--- src/rtl/rlc_pkg.sv ---
// Package: shared sizing for the outbound retry limit counter.
// Assumes the limit code is logarithmic: code k>0 selects 2^(BASE_SHIFT+k-1).
package rlc_pkg;
    localparam int unsigned CODE_W     = 3;   // width of the limit code
    localparam int unsigned BASE_SHIFT = 3;   // smallest limit is 2^BASE_SHIFT
    localparam int unsigned CNT_W      = 10;  // counter width, reaches 512
    localparam int unsigned MAX_LOG2   = BASE_SHIFT + (1 << CODE_W) - 2;

    typedef logic [CODE_W-1:0] limit_code_t;
endpackage

--- src/rtl/rlc_limit_decode.sv ---
// Module: turns the logarithmic limit code into a terminal count.
// Assumes code 0 is the no-limit code and that CNT_W > MAX_LOG2, so the
// largest limit fits in the counter.
module rlc_limit_decode
    import rlc_pkg::*;
#(
    parameter int unsigned P_CODE_W  = CODE_W,
    parameter int unsigned P_BASE_SH = BASE_SHIFT,
    parameter int unsigned P_CNT_W   = CNT_W
) (
    input  logic [P_CODE_W-1:0] code_i,
    output logic [P_CNT_W-1:0]  limit_o,
    output logic                unlimited_o
);
    localparam int unsigned NUM_CODES = 1 << P_CODE_W;

    // Purpose: pick the one-hot limit that belongs to the code.
    always_comb begin
        limit_o     = '0;
        unlimited_o = (code_i == '0);
        for (int k = 1; k < NUM_CODES; k++) begin
            if (code_i == P_CODE_W'(k)) begin
                limit_o = P_CNT_W'(1) << (P_BASE_SH + k - 1);
            end
        end
    end
endmodule

--- src/rtl/rlc_limit_cmp.sv ---
// Module: decides whether the retry seen this cycle reaches the limit.
// Assumes a clear (request start or data phase) has priority over a retry.
// Uses >= so that a smaller limit set in the middle of a request takes
// effect on the next retry.
module rlc_limit_cmp
    import rlc_pkg::*;
#(
    parameter int unsigned P_CNT_W = CNT_W
) (
    input  logic [P_CNT_W-1:0] count_i,
    input  logic [P_CNT_W-1:0] limit_i,
    input  logic               unlimited_i,
    input  logic               retry_i,
    input  logic               clear_i,
    output logic               hit_o
);
    logic [P_CNT_W:0] next_cnt;

    // Purpose: compare the count after this retry with the limit.
    always_comb begin
        next_cnt = {1'b0, count_i} + {{P_CNT_W{1'b0}}, 1'b1};
        hit_o    = retry_i && !clear_i && !unlimited_i &&
                   (next_cnt >= {1'b0, limit_i});
    end
endmodule

--- src/rtl/rlc_retry_counter.sv ---
// Module: the retry count register. It clears on a request start, a data
// phase or an abort, and otherwise steps up by one on each retry.
// Assumes clear_i already contains every reason to clear. SATURATE picks
// between a counter that stops at its top value and one that wraps.
module rlc_retry_counter
    import rlc_pkg::*;
#(
    parameter int unsigned P_CNT_W  = CNT_W,
    parameter bit          SATURATE = 1'b1
) (
    input  logic               clk,
    input  logic               rst_n,
    input  logic               clear_i,
    input  logic               inc_i,
    output logic [P_CNT_W-1:0] count_o
);
    logic [P_CNT_W-1:0] cnt_q;
    logic [P_CNT_W-1:0] cnt_inc;

    generate
        if (SATURATE) begin : g_sat
            // Purpose: add one, but stop at the all-ones value.
            always_comb cnt_inc = (&cnt_q) ? cnt_q : cnt_q + P_CNT_W'(1);
        end else begin : g_wrap
            // Purpose: add one and let the value wrap past all ones.
            always_comb cnt_inc = cnt_q + P_CNT_W'(1);
        end
    endgenerate

    // Purpose: count register with synchronous active-low reset.
    always_ff @(posedge clk) begin
        if (!rst_n) begin
            cnt_q <= '0;
        end else if (clear_i) begin
            cnt_q <= '0;
        end else if (inc_i) begin
            cnt_q <= cnt_inc;
        end
    end

    assign count_o = cnt_q;

    // The count either holds, drops to zero, steps up by one or stays at its top value.
    AST_STEP_OR_CLEAR: assert property (@(posedge clk) disable iff (!rst_n)
        (cnt_q != $past(cnt_q)) |-> (cnt_q == '0 || cnt_q == $past(cnt_q) + P_CNT_W'(1)));
endmodule

--- src/rtl/retry_limit_ctr.sv ---
// Module: top of the outbound retry limit counter. It counts the retries
// that a target returns for the pending outbound request and pulses
// abort_o for one cycle when the count reaches the limit that the code
// selects.
// Assumes all strobes are synchronous to clk and that only one outbound
// request is pending at a time.
module retry_limit_ctr
    import rlc_pkg::*;
#(
    parameter int unsigned P_CODE_W  = CODE_W,
    parameter int unsigned P_BASE_SH = BASE_SHIFT,
    parameter int unsigned P_CNT_W   = CNT_W
) (
    input  logic                clk,
    input  logic                rst_n,
    input  logic                req_start_i,
    input  logic                retry_i,
    input  logic                data_xfer_i,
    input  logic [P_CODE_W-1:0] limit_code_i,
    output logic                abort_o,
    output logic [P_CNT_W-1:0]  retry_count_o
);
    logic               clr_req;
    logic [P_CNT_W-1:0] limit_val;
    logic               no_limit;
    logic               limit_hit;
    logic [P_CNT_W-1:0] count_val;
    logic               abort_q;

    // Purpose: merge the reasons that end the current retry sequence.
    always_comb clr_req = req_start_i || data_xfer_i;

    rlc_limit_decode #(
        .P_CODE_W (P_CODE_W),
        .P_BASE_SH(P_BASE_SH),
        .P_CNT_W  (P_CNT_W)
    ) u_decode (
        .code_i     (limit_code_i),
        .limit_o    (limit_val),
        .unlimited_o(no_limit)
    );

    rlc_limit_cmp #(
        .P_CNT_W(P_CNT_W)
    ) u_cmp (
        .count_i    (count_val),
        .limit_i    (limit_val),
        .unlimited_i(no_limit),
        .retry_i    (retry_i),
        .clear_i    (clr_req),
        .hit_o      (limit_hit)
    );

    rlc_retry_counter #(
        .P_CNT_W (P_CNT_W),
        .SATURATE(1'b1)
    ) u_counter (
        .clk    (clk),
        .rst_n  (rst_n),
        .clear_i(clr_req || limit_hit),
        .inc_i  (retry_i),
        .count_o(count_val)
    );

    // Purpose: register the abort pulse, one cycle after the terminal retry.
    always_ff @(posedge clk) begin
        if (!rst_n) begin
            abort_q <= 1'b0;
        end else begin
            abort_q <= limit_hit;
        end
    end

    assign abort_o       = abort_q;
    assign retry_count_o = count_val;

    AST_START_CLEARS: assert property (@(posedge clk) disable iff (!rst_n)
        req_start_i |=> (retry_count_o == '0 && !abort_o));
    AST_XFER_CLEARS: assert property (@(posedge clk) disable iff (!rst_n)
        data_xfer_i |=> (retry_count_o == '0 && !abort_o));
    AST_ABORT_ZERO_COUNT: assert property (@(posedge clk) disable iff (!rst_n)
        abort_o |-> (retry_count_o == '0));
    AST_UNLIMITED_NO_ABORT: assert property (@(posedge clk) disable iff (!rst_n)
        abort_o |-> ($past(limit_code_i) != '0 && $past(retry_i)));
    AST_ABORT_ONE_CYCLE: assert property (@(posedge clk) disable iff (!rst_n)
        abort_o |=> !abort_o);
endmodule

--- config.mk ---
export PLATFORM = sky130hd
export DESIGN_NAME = retry_limit_ctr
export DESIGN_NICKNAME = d
export VERILOG_FILES = /design/src/rtl/rlc_pkg.sv /design/src/rtl/rlc_limit_decode.sv /design/src/rtl/rlc_limit_cmp.sv /design/src/rtl/rlc_retry_counter.sv /design/src/rtl/retry_limit_ctr.sv
export SDC_FILE = /design/constraint.sdc
export NUM_CORES = 1
export LEC_CHECK = 0
export ABC_CLOCK_PERIOD_IN_PS = 3100
export BUFFER_PORTS_ARGS = -buffer_cell sky130_fd_sc_hd__buf_2
export CAP_MARGIN = 20
export CORE_UTILIZATION = 40
export DETAILED_ROUTE_END_ITERATION = 8
export GPL_TIMING_DRIVEN = 0
export PLACE_DENSITY = 0.62
export SETUP_SLACK_MARGIN = 0.5
export SYNTH_ARGS = -nofsm -noshare
export SYNTH_HDL_FRONTEND = slang
export SYNTH_SLANG_ARGS = --single-unit
--- constraint.sdc ---
create_clock -name clk -period 3.1 [get_ports clk]
set_input_delay 0.62 -clock clk [delete_from_list [all_inputs] [get_ports clk]]
set_output_delay 0.62 -clock clk [all_outputs]
set_load 0.005 [all_outputs]
# After elaboration in Yosys (flattened, before gate mapping)
# Cells that the tools add are included.
# totals
output_inout_bits,11
wordCells,32
register_bits,11
# op_classes
reduce_logical,11
eq_ne,7
bitwise_logic,2
n_lt_le_gt_ge,1
addsub,2
n_mux,7
# op_table
cell,count
$eq 3x3->1 const B,4
$add 10x1->11 const B,1
$ge 11x10->1,1
$add 10x1->10 const B,1
$mux 10,1
$reduce_and 10->1,1
$mux 9,1
$mux 8,1
$mux 7,1
$eq 3x2->1 const B,2
$mux 6,1
$mux 5,1
$mux 4,1
$eq 3x1->1 const B,1
$logic_and 1x1->1,3
$logic_not 3->1,1
$logic_not 1->1,2
$logic_or 1x1->1,2
$not 1->1,2
$reduce_and 2->1,1
$reduce_or 2->1,1

# Longest topological paths before layout
# Gate-level depths: netlist of the first run.
# depth
word_depth,12
ltp_mapped,11
depth_no_buf,10

# Hierarchy
# From an unflattened synthesis of the first run, not the netlist that was laid out.
# unflattened
cells_unflattened,136
hier_area_um2,1104.8
# by_module_without_submodules
module,cells_each,n_inst,area_each_um2
rlc_retry_counter,63,1,563.0
rlc_limit_cmp,57,1,411.6
rlc_limit_decode,12,1,91.3
retry_limit_ctr,4,1,38.8

# Least setup slack after synthesis of the first run
# No wires, ideal clock.
# synth_timing
kind,register -> register
startpoint,"register u_counter.cnt_q[4], in the netlist u_counter.count_o[4]"
endpoint,"register u_counter.cnt_q[6], in the netlist u_counter.count_o[6]"
t_arrival_ps,2338
slack_ps,631
path_stages_with_launch,12
setup_ps,132
synth_period_minus_slack_ps,2469
cell_sequence,dfxtp_1 and3_1 buf_6 and3_2 nand3_1 xnor2_1 ha_1 nand3_1 and2_0 a32o_1 a41oi_4 nor3_1
# synth_via
elab_chain_cells,5
word_cells_on_any_way,9
# synth_lines
item,line_no,source
from (decl),rlc_retry_counter.sv:17,logic [P_CNT_W-1:0] cnt_q;
from (signal assigned),rlc_retry_counter.sv:37,cnt_q <= cnt_inc;
$add 10x1->11,rlc_limit_cmp.sv:21,"next_cnt = {1'b0, count_i} + {{P_CNT_W{1'b0}}, 1'b1};"
net u_cmp.next_cnt[9],rlc_limit_cmp.sv:17,logic [P_CNT_W:0] next_cnt;
$ge 11x10->1,rlc_limit_cmp.sv:23,"(next_cnt >= {1'b0, limit_i});"
$logic_and 1x1->1,rlc_limit_cmp.sv:22,hit_o = retry_i && !clear_i && !unlimited_i &&
$logic_or 1x1->1,retry_limit_ctr.sv:60,".clear_i(clr_req || limit_hit),"
$reduce_or 2->1 (no source line),-,
# The timed path passes the listed nets, and every way through them passes these cells.
# A chain may end at the register's enable or synchronous reset.

# Worst setup path in the final report of the first run
# layout_timing
startpoint,"register u_counter.cnt_q[6], in the netlist u_counter.count_o[6]"
endpoint,"register u_counter.cnt_q[3], in the netlist u_counter.count_o[3]"
# The elaborated chain is that of the path after synthesis.

==> results of run 1 <==
cells by family (layout without fill, tap and decap cells):
| group | after synthesis | in the layout |
|---|---|---|
| adder cells (fa/ha/maj) | 9 | 9 |
| buffers and inverters | 5 | 38 |
| flip-flops | 11 | 11 |
| XOR/XNOR | 11 | 11 |
| AO/OA/AOI/OAI | 16 | 17 |
| AND/OR/NAND/NOR | 55 | 55 |
layout make-up:
cell class	count	area, sq um
flip-flops and latches	11	242.7
well taps	27	33.78
repair buffers	29	172.7
plain buffers	3	26.28
multi-input cells	92	798.3
fillers	155	754.5
inverters	2	7.507
clock buffers	4	26.28
metrics by stage:
stage	power [mW]	instance area, sq um	util (%)	worst slack [ps]	std cells
2_1_floorplan	0.1698	917.1	-	630.5	107
5_1_grt	0.3021	1308	63.41	423.6	168
3_5_place_dp	0.1844	1041	50.49	343.6	152
3_3_place_gp	0.1836	1041	50.49	364.5	152
4_1_cts	0.2907	1157	56.13	510.0	159
6_report	0.2897	1308	63.41	574.3	168
flip-flops by register name, summed over array words and instances (netlist names):
| name | cells |
|---|---|
| abort_o | 1 |
| u_counter.count_o | 10 |
synthesized netlist by cell type:
master and number:
nor2_1 12, dfxtp_1 11, ha_1 9, nand2_1 9, nand3_1 9, a21oi_1 8
xnor2_1 7, and3_1 4, nor3_1 4, xor2_1 4, nand3b_1 3, nor3b_1 3
and4_1 2, and4_2 2, inv_1 2, a2111oi_4 1, a211oi_1 1, a21o_1 1
a32o_1 1, a41oi_4 1, and2_0 1, and3_2 1, buf_2 1, buf_6 1
clkbuf_1 1, nand2b_1 1, nand4_1 1, nand4_4 1, nor3_2 1, o211a_1 1
o21ai_0 1, o311ai_0 1, or4_1 1
what timing repair did:
item	4_1_cts	5_1_grt
buffers inserted	2	9
pin swaps	2	11
cloned	1	0
endpoints found under the setup margin	10	11
resized for setup	14	23
power by group:
part	internal, mW	total, mW	leakage [nW]	switching (mW)
combinational	0.0214	0.0482	0.450	0.0268
clock	0.0499	0.102	0.0150	0.0517
sequential	0.138	0.140	0.0935	0.00198
worst paths after layout:
path,startpoint,end,slack [ps],depth (start not counted)
hold reg to reg,u_counter.count_o[1],u_counter.count_o[1],510,2
setup / recovery,u_counter.count_o[6],u_counter.count_o[3],570,11
hold / removal,u_counter.count_o[1],u_counter.count_o[1],510,2
setup reg to reg,u_counter.count_o[6],u_counter.count_o[3],570,11
worst max-delay path, stage by stage, from the launching register on:
cell and delay [ps]:
dfxtp_4 370, and3_4 190, buf_6 100, and3_4 220
nand3_4 90, xnor2_2 140, ha_1 320, buf_4 160
a21oi_4 210, a32o_2 280, a41oi_4 80, a211oi_2 280
per-layer routing:
| metal | GRT usage, % | vias to the layer above | routed length [microns] |
|---|---|---|---|
| li1 | - | 465 | - |
| met1 | 24.26 | 451 | 1082 |
| met4 | 6.667 | 0 | 39 |
| met5 | 0 | - | 0 |
| met2 | 30.63 | 34 | 1197 |
| met3 | 3.086 | 8 | 112 |
==> metrics.cfg, run 1 <==
[status]
status = finished, final reports clean

[timing]
drv_slew = 0
rsz0062_at_grt = false
setup_tns_ps = 0
period_needed_ps = 2526
slew_headroom_pct = 46.89
hold_slack_ps = 510.5
setup_viol = 0
finalCritPeriodShare_pct = 81.47
timing.fmax_mhz = 395.9
worst_slew_pin_slew_ps = 794.9
hold_viol_final = 0
skew_ps = 0.3207

[cts]
clk_latency_ps = 270
cts.clk_slew.worst_paths_ps = 70
root_buffer = clkbuf_4
ctsHtreeMaxLevel = 1
cts_buffers = 3
cts_buffer_depth = 2
cts_sinks = 11
cts_hold_buf = 0
cts_tree = built

[yosys]
synthesis.area_sq_um = 917.1
synth_top_family_by_area = simple AND/OR/NAND/NOR gates
synthCells = 107
synth_xor_area_share_pct = 10.50
ys_ff_latch = 11
yosysTopAreaCell = dfxtp_1
yosys.area_share.adder_pct = 12.28
synth_area_leaders = dfxtp_1 24%, ha_1 12%, xnor2_1 6.7%
yosysSeqAreaShare_pct = 24.01
synth.distinct_cells = 33
synth_nets = 124
synth_area_per_cell_sq_um = 8.571
synthSimpleGateAreaFrac_pct = 34.52
synth_compound_gate_area_share_pct = 15.69
synth_mux_area_share_pct = 0
ys_warn_count = 0
synth.top_cell.area_share_pct = 24.01

[route]
vias = 958
routedWlPerCell_microns = 14.46
drtPass1Iterations = 4
drc = 0
drtIter0Drc = 24
routed_wl_mm = 2.430
via_per_inst = 5.702
antenna_left = 0

[floorplan]
dieWidth_microns = 49.89
ios = 19
die_h_microns = 49.89
core_sq_um = 2062
rows = 16
die-area_sq_um = 2489
start_util_pct = 44.48

[worst_setup_path]
arrival_ps = 2720
crit_type = flop to flop
cp-start-kind = flop
worstSetupEndpointType = flop
worst-path-max-fanout = 5
required_ps = 3290

[grt]
grt_pass1_vias = 824
antenna_found_initial = 0
grt_overflow = 0
gr-usage-all-layers_pct = 18.67
grt_max_degree = 10
grt_pass1_wl_mm = 3.650

[layout]
antenna_cells = 0
nets = 159
final_cell_mix = 18 x buf_2, 12 x buf_4, 11 x nor2_1
layout_commonest_cell = buf_2
drive_gt1_share_pct = 45.39
syn2layout_area_growth_pct = 42.56

[place]
place_congestion = 0.7904
io_buffer_count = 18
dpl.hpwl_mm = 1.522

[power]
powerDensity_nw_per_um2 = 221.6
leakage_nw = 0.5582
vdd_drop_max_mv = 0.1769

[flow_run]
cap_violations = 0

[min_path]
hp-class = flop to flop

(Power assumes the default switching activity.)
==> run 2: changes to the inputs <==
--- a/config.mk
+++ b/config.mk
@@ -5,13 +5,13 @@
 export SDC_FILE = /design/constraint.sdc
 export NUM_CORES = 1
 export LEC_CHECK = 0
-export ABC_CLOCK_PERIOD_IN_PS = 3100
+export ABC_CLOCK_PERIOD_IN_PS = 2300
 export BUFFER_PORTS_ARGS = -buffer_cell sky130_fd_sc_hd__buf_2
 export CAP_MARGIN = 20
 export CORE_UTILIZATION = 40
 export DETAILED_ROUTE_END_ITERATION = 8
 export GPL_TIMING_DRIVEN = 0
-export PLACE_DENSITY = 0.62
+export PLACE_DENSITY = 0.65
 export SETUP_SLACK_MARGIN = 0.5
 export SYNTH_ARGS = -nofsm -noshare
 export SYNTH_HDL_FRONTEND = slang
==> constraint.sdc (replaced) <==
create_clock -name clk -period 2.3 [get_ports clk]
set_input_delay 0.46 -clock clk [delete_from_list [all_inputs] [get_ports clk]]
set_output_delay 0.46 -clock clk [all_outputs]
set_load 0.005 [all_outputs]
==> metrics.cfg, run 2 (synthesized netlist as in run 1, its figures left out) <==
[grt]
use_met3_pct = 3.086
grt_max_degree = 10
antenna_found_initial = 0
grt_pass1_wl_mm = 4.188
gr-usage-all-layers_pct = 22.02
grt_overflow = 0
grt.busiest_layer = met2
grt_pass1_vias = 901
use_met2_pct = 37.61
grt_use_met1_pct = 27.51

[layout]
largest_reg_flops = 10
final_util_pct = 70.45
regArea_sq_um = 240.2
fillers = 157
multi_input_area_sq_um = 854.6
final_cell_mix = 20 x buf_4, 18 x buf_2, 10 x nor2_1
nets = 169
drive_gt1_share_pct = 56.29
layout_commonest_cell = buf_4
syn2layout_area_growth_pct = 58.39
antenna_cells = 0

[cts]
cts_hold_buf = 0
root_buffer = clkbuf_4
cts.clk_slew.worst_paths_ps = 80
cts_buffer_depth = 2
ctsHtreeMaxLevel = 1
cts_tree = built
cts_sinks = 11
clk_latency_ps = 280
cts_buffers = 3

[power]
vdd_drop_max_mv = 0.2530
swShare_pct = 29.27
leakage_nw = 0.6236
power_frac_clock_pct = 34.6
pwr-share-seq_pct = 46.4
powerDensity_nw_per_um2 = 280.7
switchingPower_mw = 0.1194
internal_power_mw = 0.2884
combPwrFrac_pct = 19.0

[worst_setup_path]
cp-start-kind = flop
rr_endpoint = u_counter.count_o[2]
max_stage_delay_ps = 350
r2r_start = u_counter.count_o[5]
cp_cell_sequence = and3_4 -> buf_6 -> and3_4 -> nand3_2 -> xnor2_2 -> ha_1 -> nand3_2 -> and2_4 -> a32o_2 -> a41oi_4 -> nor3_2
slowest_stage = dfxtp_4
cp_num_buf_inv = 1
crit_family = simple AND/OR/NAND/NOR gates
worst-path-max-fanout = 5
required_ps = 2460
reg2reg_slack_ps = -90
worstSetupEndpointType = flop
crit_type = flop to flop
rr_worst_depth = 11
arrival_ps = 2550

[place]
dpl.hpwl_mm = 1.504
place_congestion = 0.7557
io_buffer_count = 18
dpl_worst_slack_ps = -269.6

[route]
antenna_left = 0
vias = 993
drc = 0
via_per_inst = 5.579
routed_wl_mm = 2.635
routedWlPerCell_microns = 14.80
drtIter0Drc = 25
drtPass1Iterations = 4

[timing]
finalCritPeriodShare_pct = 104.0
setup_viol = 10
timing.fmax_mhz = 417.9
period_needed_ps = 2393
rsz0062_at_grt = true
slew_headroom_pct = 41.03
hold_viol_final = 0
drv_slew = 0
worst_slew_pin_slew_ps = 882.7
skew_ps = 2.440
worst_slack_ps = -92.86

[floorplan]
rows = 16
ios = 19
start_util_pct = 44.48
die-area_sq_um = 2489
dieWidth_microns = 49.89
core_sq_um = 2062
die_h_microns = 49.89

[status]
violations = setup timing
status = complete, but fails checks

[min_path]
min_delay_path_depth = 2
hp-start = rst_n
hp-class = input port to flop
hold_path_end = abort_o

[flow_run]
cap_violations = 0

-- run 2: changes by cell type in the layout (fill, tap and decap cells not counted), moves of 2 or more --
cell,previous run,this run
a21oi_2,0,2
buf_6,1,3
a21oi_1,7,5
buf_4,12,20
-- run 2: power groups by stage --
| stage | Combinational [mW] | Sequential, mW | Clock, mW |
|---|---|---|---|
| 5_1_grt | 0.0836 | 0.190 | 0.156 |
| 2_1_floorplan | 0.0318 | 0.197 | 0 |
| 3_5_place_dp | 0.0515 | 0.197 | 0 |
| 4_1_cts | 0.0731 | 0.189 | 0.144 |
| 3_3_place_gp | 0.0503 | 0.197 | 0 |
| 6_report | 0.0775 | 0.189 | 0.141 |
-- run 2: worst max path at each step --
| stage | start | end | slack (ps) | cells past startpoint |
|---|---|---|---|---|
| after global placement | u_counter.count_o[0] | u_counter.count_o[3] | -260 | 10 |
| after floorplan | u_counter.count_o[4] | u_counter.count_o[7] | -5 | 11 |
| final | u_counter.count_o[5] | u_counter.count_o[2] | -90 | 11 |
| after global routing | u_counter.count_o[5] | u_counter.count_o[2] | -170 | 11 |
| after detailed placement | u_counter.count_o[1] | u_counter.count_o[3] | -270 | 10 |
| after CTS | u_counter.count_o[0] | u_counter.count_o[7] | -50 | 11 |
-- run 2: repair_timing --
item | 4_1_cts | 5_1_grt
pin swaps | 22 | 17
endpoints found under the hold margin | 0 | 0
endpoints found under the setup margin | 11 | 11
buffers inserted | 19 | 2
gates cloned | 1 | 0
gates resized for setup | 17 | 18
-- run 2: worst reg2reg max path, cell delays in order, from the launching register on --
cell,delay (ps)
dfxtp_4,350
and3_4,180
buf_6,100
and3_4,180
nand3_2,80
xnor2_2,150
ha_1,310
nand3_2,80
and2_4,160
a32o_2,280
a41oi_4,330
nor3_2,90
-- run 2: layout make-up --
type | count | area share [%]
multi-input combinational | 92 | 58.83
timing repair buffer | 39 | 17.31
sequential | 11 | 16.54
buffer | 3 | 2.584
tap | 27 | 2.326
clock buffer | 3 | 1.550
inverter | 2 | 0.5168
clock inverter | 1 | 0.3445
-- run 2: layer usage --
layer	up-vias	wire length, microns
li1	484	-
met1	482	1154
met2	25	1391
met3	2	73
met4	0	14
met5	-	0
-- run 2: metrics by stage --
stage,setup TNS (ps),hold WS [ps],total power [mW],std cells,area (sq um)
floorplan,-14.72,485.2,0.2286,107,967.2
global placement,-2188,490.5,0.2473,152,1091
detailed placement,-2359,502.6,0.2483,152,1091
CTS,-236.0,442.6,0.4060,176,1358
global route,-1347,465.9,0.4288,178,1453
finish,-534.1,439.7,0.4078,178,1453
==> run 3: changes to the inputs <==
--- a/config.mk
+++ b/config.mk
@@ -5,14 +5,16 @@
 export SDC_FILE = /design/constraint.sdc
 export NUM_CORES = 1
 export LEC_CHECK = 0
+export ABC_AREA = 1
 export ABC_CLOCK_PERIOD_IN_PS = 2300
 export BUFFER_PORTS_ARGS = -buffer_cell sky130_fd_sc_hd__buf_2
 export CAP_MARGIN = 20
 export CORE_UTILIZATION = 40
 export DETAILED_ROUTE_END_ITERATION = 8
 export GPL_TIMING_DRIVEN = 0
-export PLACE_DENSITY = 0.65
+export PLACE_DENSITY = 0.63
 export SETUP_SLACK_MARGIN = 0.5
 export SYNTH_ARGS = -nofsm -noshare
 export SYNTH_HDL_FRONTEND = slang
+export SYNTH_HIERARCHICAL = 1
 export SYNTH_SLANG_ARGS = --single-unit
==> metrics.cfg, run 3 <==
[yosys]
synthCells = 203
synth.top_cell.area_share_pct = 18.41
netlist_top_cells_count = 49 x nand2_1, 42 x inv_1, 36 x nor2_1
synth.distinct_cells = 25
ys_warn_count = 6
yosysSeqAreaShare_pct = 18.41
synth_area_per_cell_sq_um = 5.892
async_reset_ff_share_pct = 0
synth.most_common_cell = nand2_1
synth-main-ff-cell = dfxtp_1
ys_ff_latch = 11
synth_edf_count = 0
yosysTopAreaCell = dfxtp_1
synth_area_leaders = dfxtp_1 18%, nand2_1 15%, inv_1 13%
synthesis.area_sq_um = 1196

[layout]
drive_gt1_share_pct = 35.37
fin_area_sq_um = 1659
final_cell_mix = 41 x nand2_1, 38 x inv_1, 32 x nor2_1
largest_reg_flops = 10
fillers = 282
nets = 267
antenna_cells = 0
syn2layout_area_growth_pct = 38.70
fin_cells = 277
layout_commonest_cell = nand2_1

[timing]
worst_slack_ps = -39.12
timing.fmax_mhz = 427.5
rsz0062_at_grt = true
setup_viol = 3
skew_ps = 6.317
drv_slew = 0
finalCritPeriodShare_pct = 101.7
hold_viol_final = 0
period_needed_ps = 2339

[min_path]
hp-class = input port to flop

[place]
dpl_worst_slack_ps = -199.7
place_area_sq_um = 1403
place_congestion = 0.8296
io_buffer_count = 18
dpl.hpwl_mm = 1.911
place_inst = 254

[cts]
cts.clk_slew.worst_paths_ps = 70
cts_sinks = 11
root_buffer = clkbuf_4
cts_buffer_depth = 2
cts_hold_buf = 0
cts_tree = built
ctsHtreeMaxLevel = 1
clk_latency_ps = 270
cts_buffers = 3

[route]
antenna_left = 0
drtIter0Drc = 45
drc = 2
routed_wl_mm = 2.625
routedWlPerCell_microns = 9.477
via_per_inst = 4.473
vias = 1239
drtPass1Iterations = 6

[floorplan]
rows = 19
core_sq_um = 2805
die_h_microns = 56.69
dieWidth_microns = 56.69
die-area_sq_um = 3213
ios = 19
start_util_pct = 42.64

[worst_setup_path]
arrival_ps = 2540
worst-path-max-fanout = 5
worstSetupEndpointType = flop
crit_type = flop to flop
required_ps = 2500
cp-start-kind = flop

[status]
status = complete, but fails checks
violations = DRC, setup timing

[grt]
antenna_found_initial = 0
grt_overflow = 0
grt_pass1_vias = 1097
gr-usage-all-layers_pct = 17.54
grt_pass1_wl_mm = 4.464
grt_max_degree = 11

[power]
vdd_drop_max_mv = 0.3014
leakage_nw = 0.9096
powerDensity_nw_per_um2 = 238.8

[flow_run]
cap_violations = 0

-- run 3: changes by cell type in the layout (fill, tap and decap cells not counted), moves of 5 or more --
cell and delta:
inv_1 +36, nand2_2 +7, nor2_1 +22, nand2_1 +34, inv_2 +5, nor2_2 +6
-- run 3: final timing paths --
kind	start	end	slack (ps)	cells past startpoint
setup / recovery	u_counter/count_o[1]	u_counter/count_o[4]	-40	19
setup reg to reg	u_counter/count_o[1]	u_counter/count_o[4]	-40	19
hold reg to reg	u_counter/count_o[5]	u_counter/count_o[5]	550	2
hold / removal	rst_n	abort_o	390	3
-- run 3: cell families (layout without fill, tap and decap cells) --
| kind of cell | Yosys count | after routing | synth area share, % |
|---|---|---|---|
| buf+inv | 46 | 87 | 15.38 |
| other cells | 1 | 3 | 0.3135 |
| xor+xnor | 7 | 7 | 5.126 |
| simple gates | 113 | 113 | 42.47 |
| compound gates | 13 | 13 | 5.753 |
| fa+ha+maj | 12 | 12 | 12.55 |
| flops | 11 | 11 | 18.41 |
-- run 3: metal layers --
metal | up-vias | part of all wire (%) | wire length [microns] | track usage [%]
met3 | 5 | 2.2 | 59 | 0.6912
met4 | 0 | 1.6 | 42 | 7.500
met2 | 17 | 49 | 1291 | 30.10
li1 | 692 | - | - | -
met1 | 525 | 47 | 1231 | 22.73
met5 | - | 0 | 0 | 0
-- run 3: final cells by class --
cell class	instances	area [sq um]	share of cell area [%]
buffer	3	22.52	1.357
clock buffer	4	26.28	1.584
inverter	43	161.4	9.729
multi-input combinational	148	905.9	54.60
sequential	11	247.7	14.93
tap	31	38.79	2.338
timing repair buffer	37	256.5	15.46
-- run 3: critical path: stages, from the launching register on --
cell and delay [ps]:
dfxtp_4 380, ha_4 150, nand3_4 100, nor3_4 130, xor2_1 160, ha_1 260, nand2_1 100, nor2_1 50
nand3b_1 90, nand2_1 60, nand2_1 50, nand2_1 40, nor2_1 100, nor2_1 60, inv_1 60, nand2_2 60
nor2_4 150, buf_4 150, nand2_1 40, nor2_1 90
-- run 3: metrics by stage --
stage	util, %	hold slack [ps]	power (mW)	setup TNS, ps
2_1_floorplan	-	526.0	0.2383	0
3_3_place_gp	50.00	550.5	0.2563	-1103
3_5_place_dp	50.00	552.3	0.2571	-1285
4_1_cts	56.87	383.5	0.4022	-326.9
5_1_grt	59.14	402.5	0.4229	-2243
6_report	59.14	386.0	0.3962	-59.45
-- run 3: repair_timing --
| action | in CTS | in global routing |
|---|---|---|
| gates resized for setup | 14 | 14 |
| pin swaps | 9 | 4 |
| buffers inserted | 16 | 3 |
| setup endpoints to repair | 11 | 11 |
-- run 3: where the power goes --
group,internal (mW),leakage [nW],switching [mW]
combinational,0.0354,0.800,0.0412
sequential,0.184,0.0948,0.00158
clock,0.0673,0.0150,0.0670
total,0.286,0.910,0.110
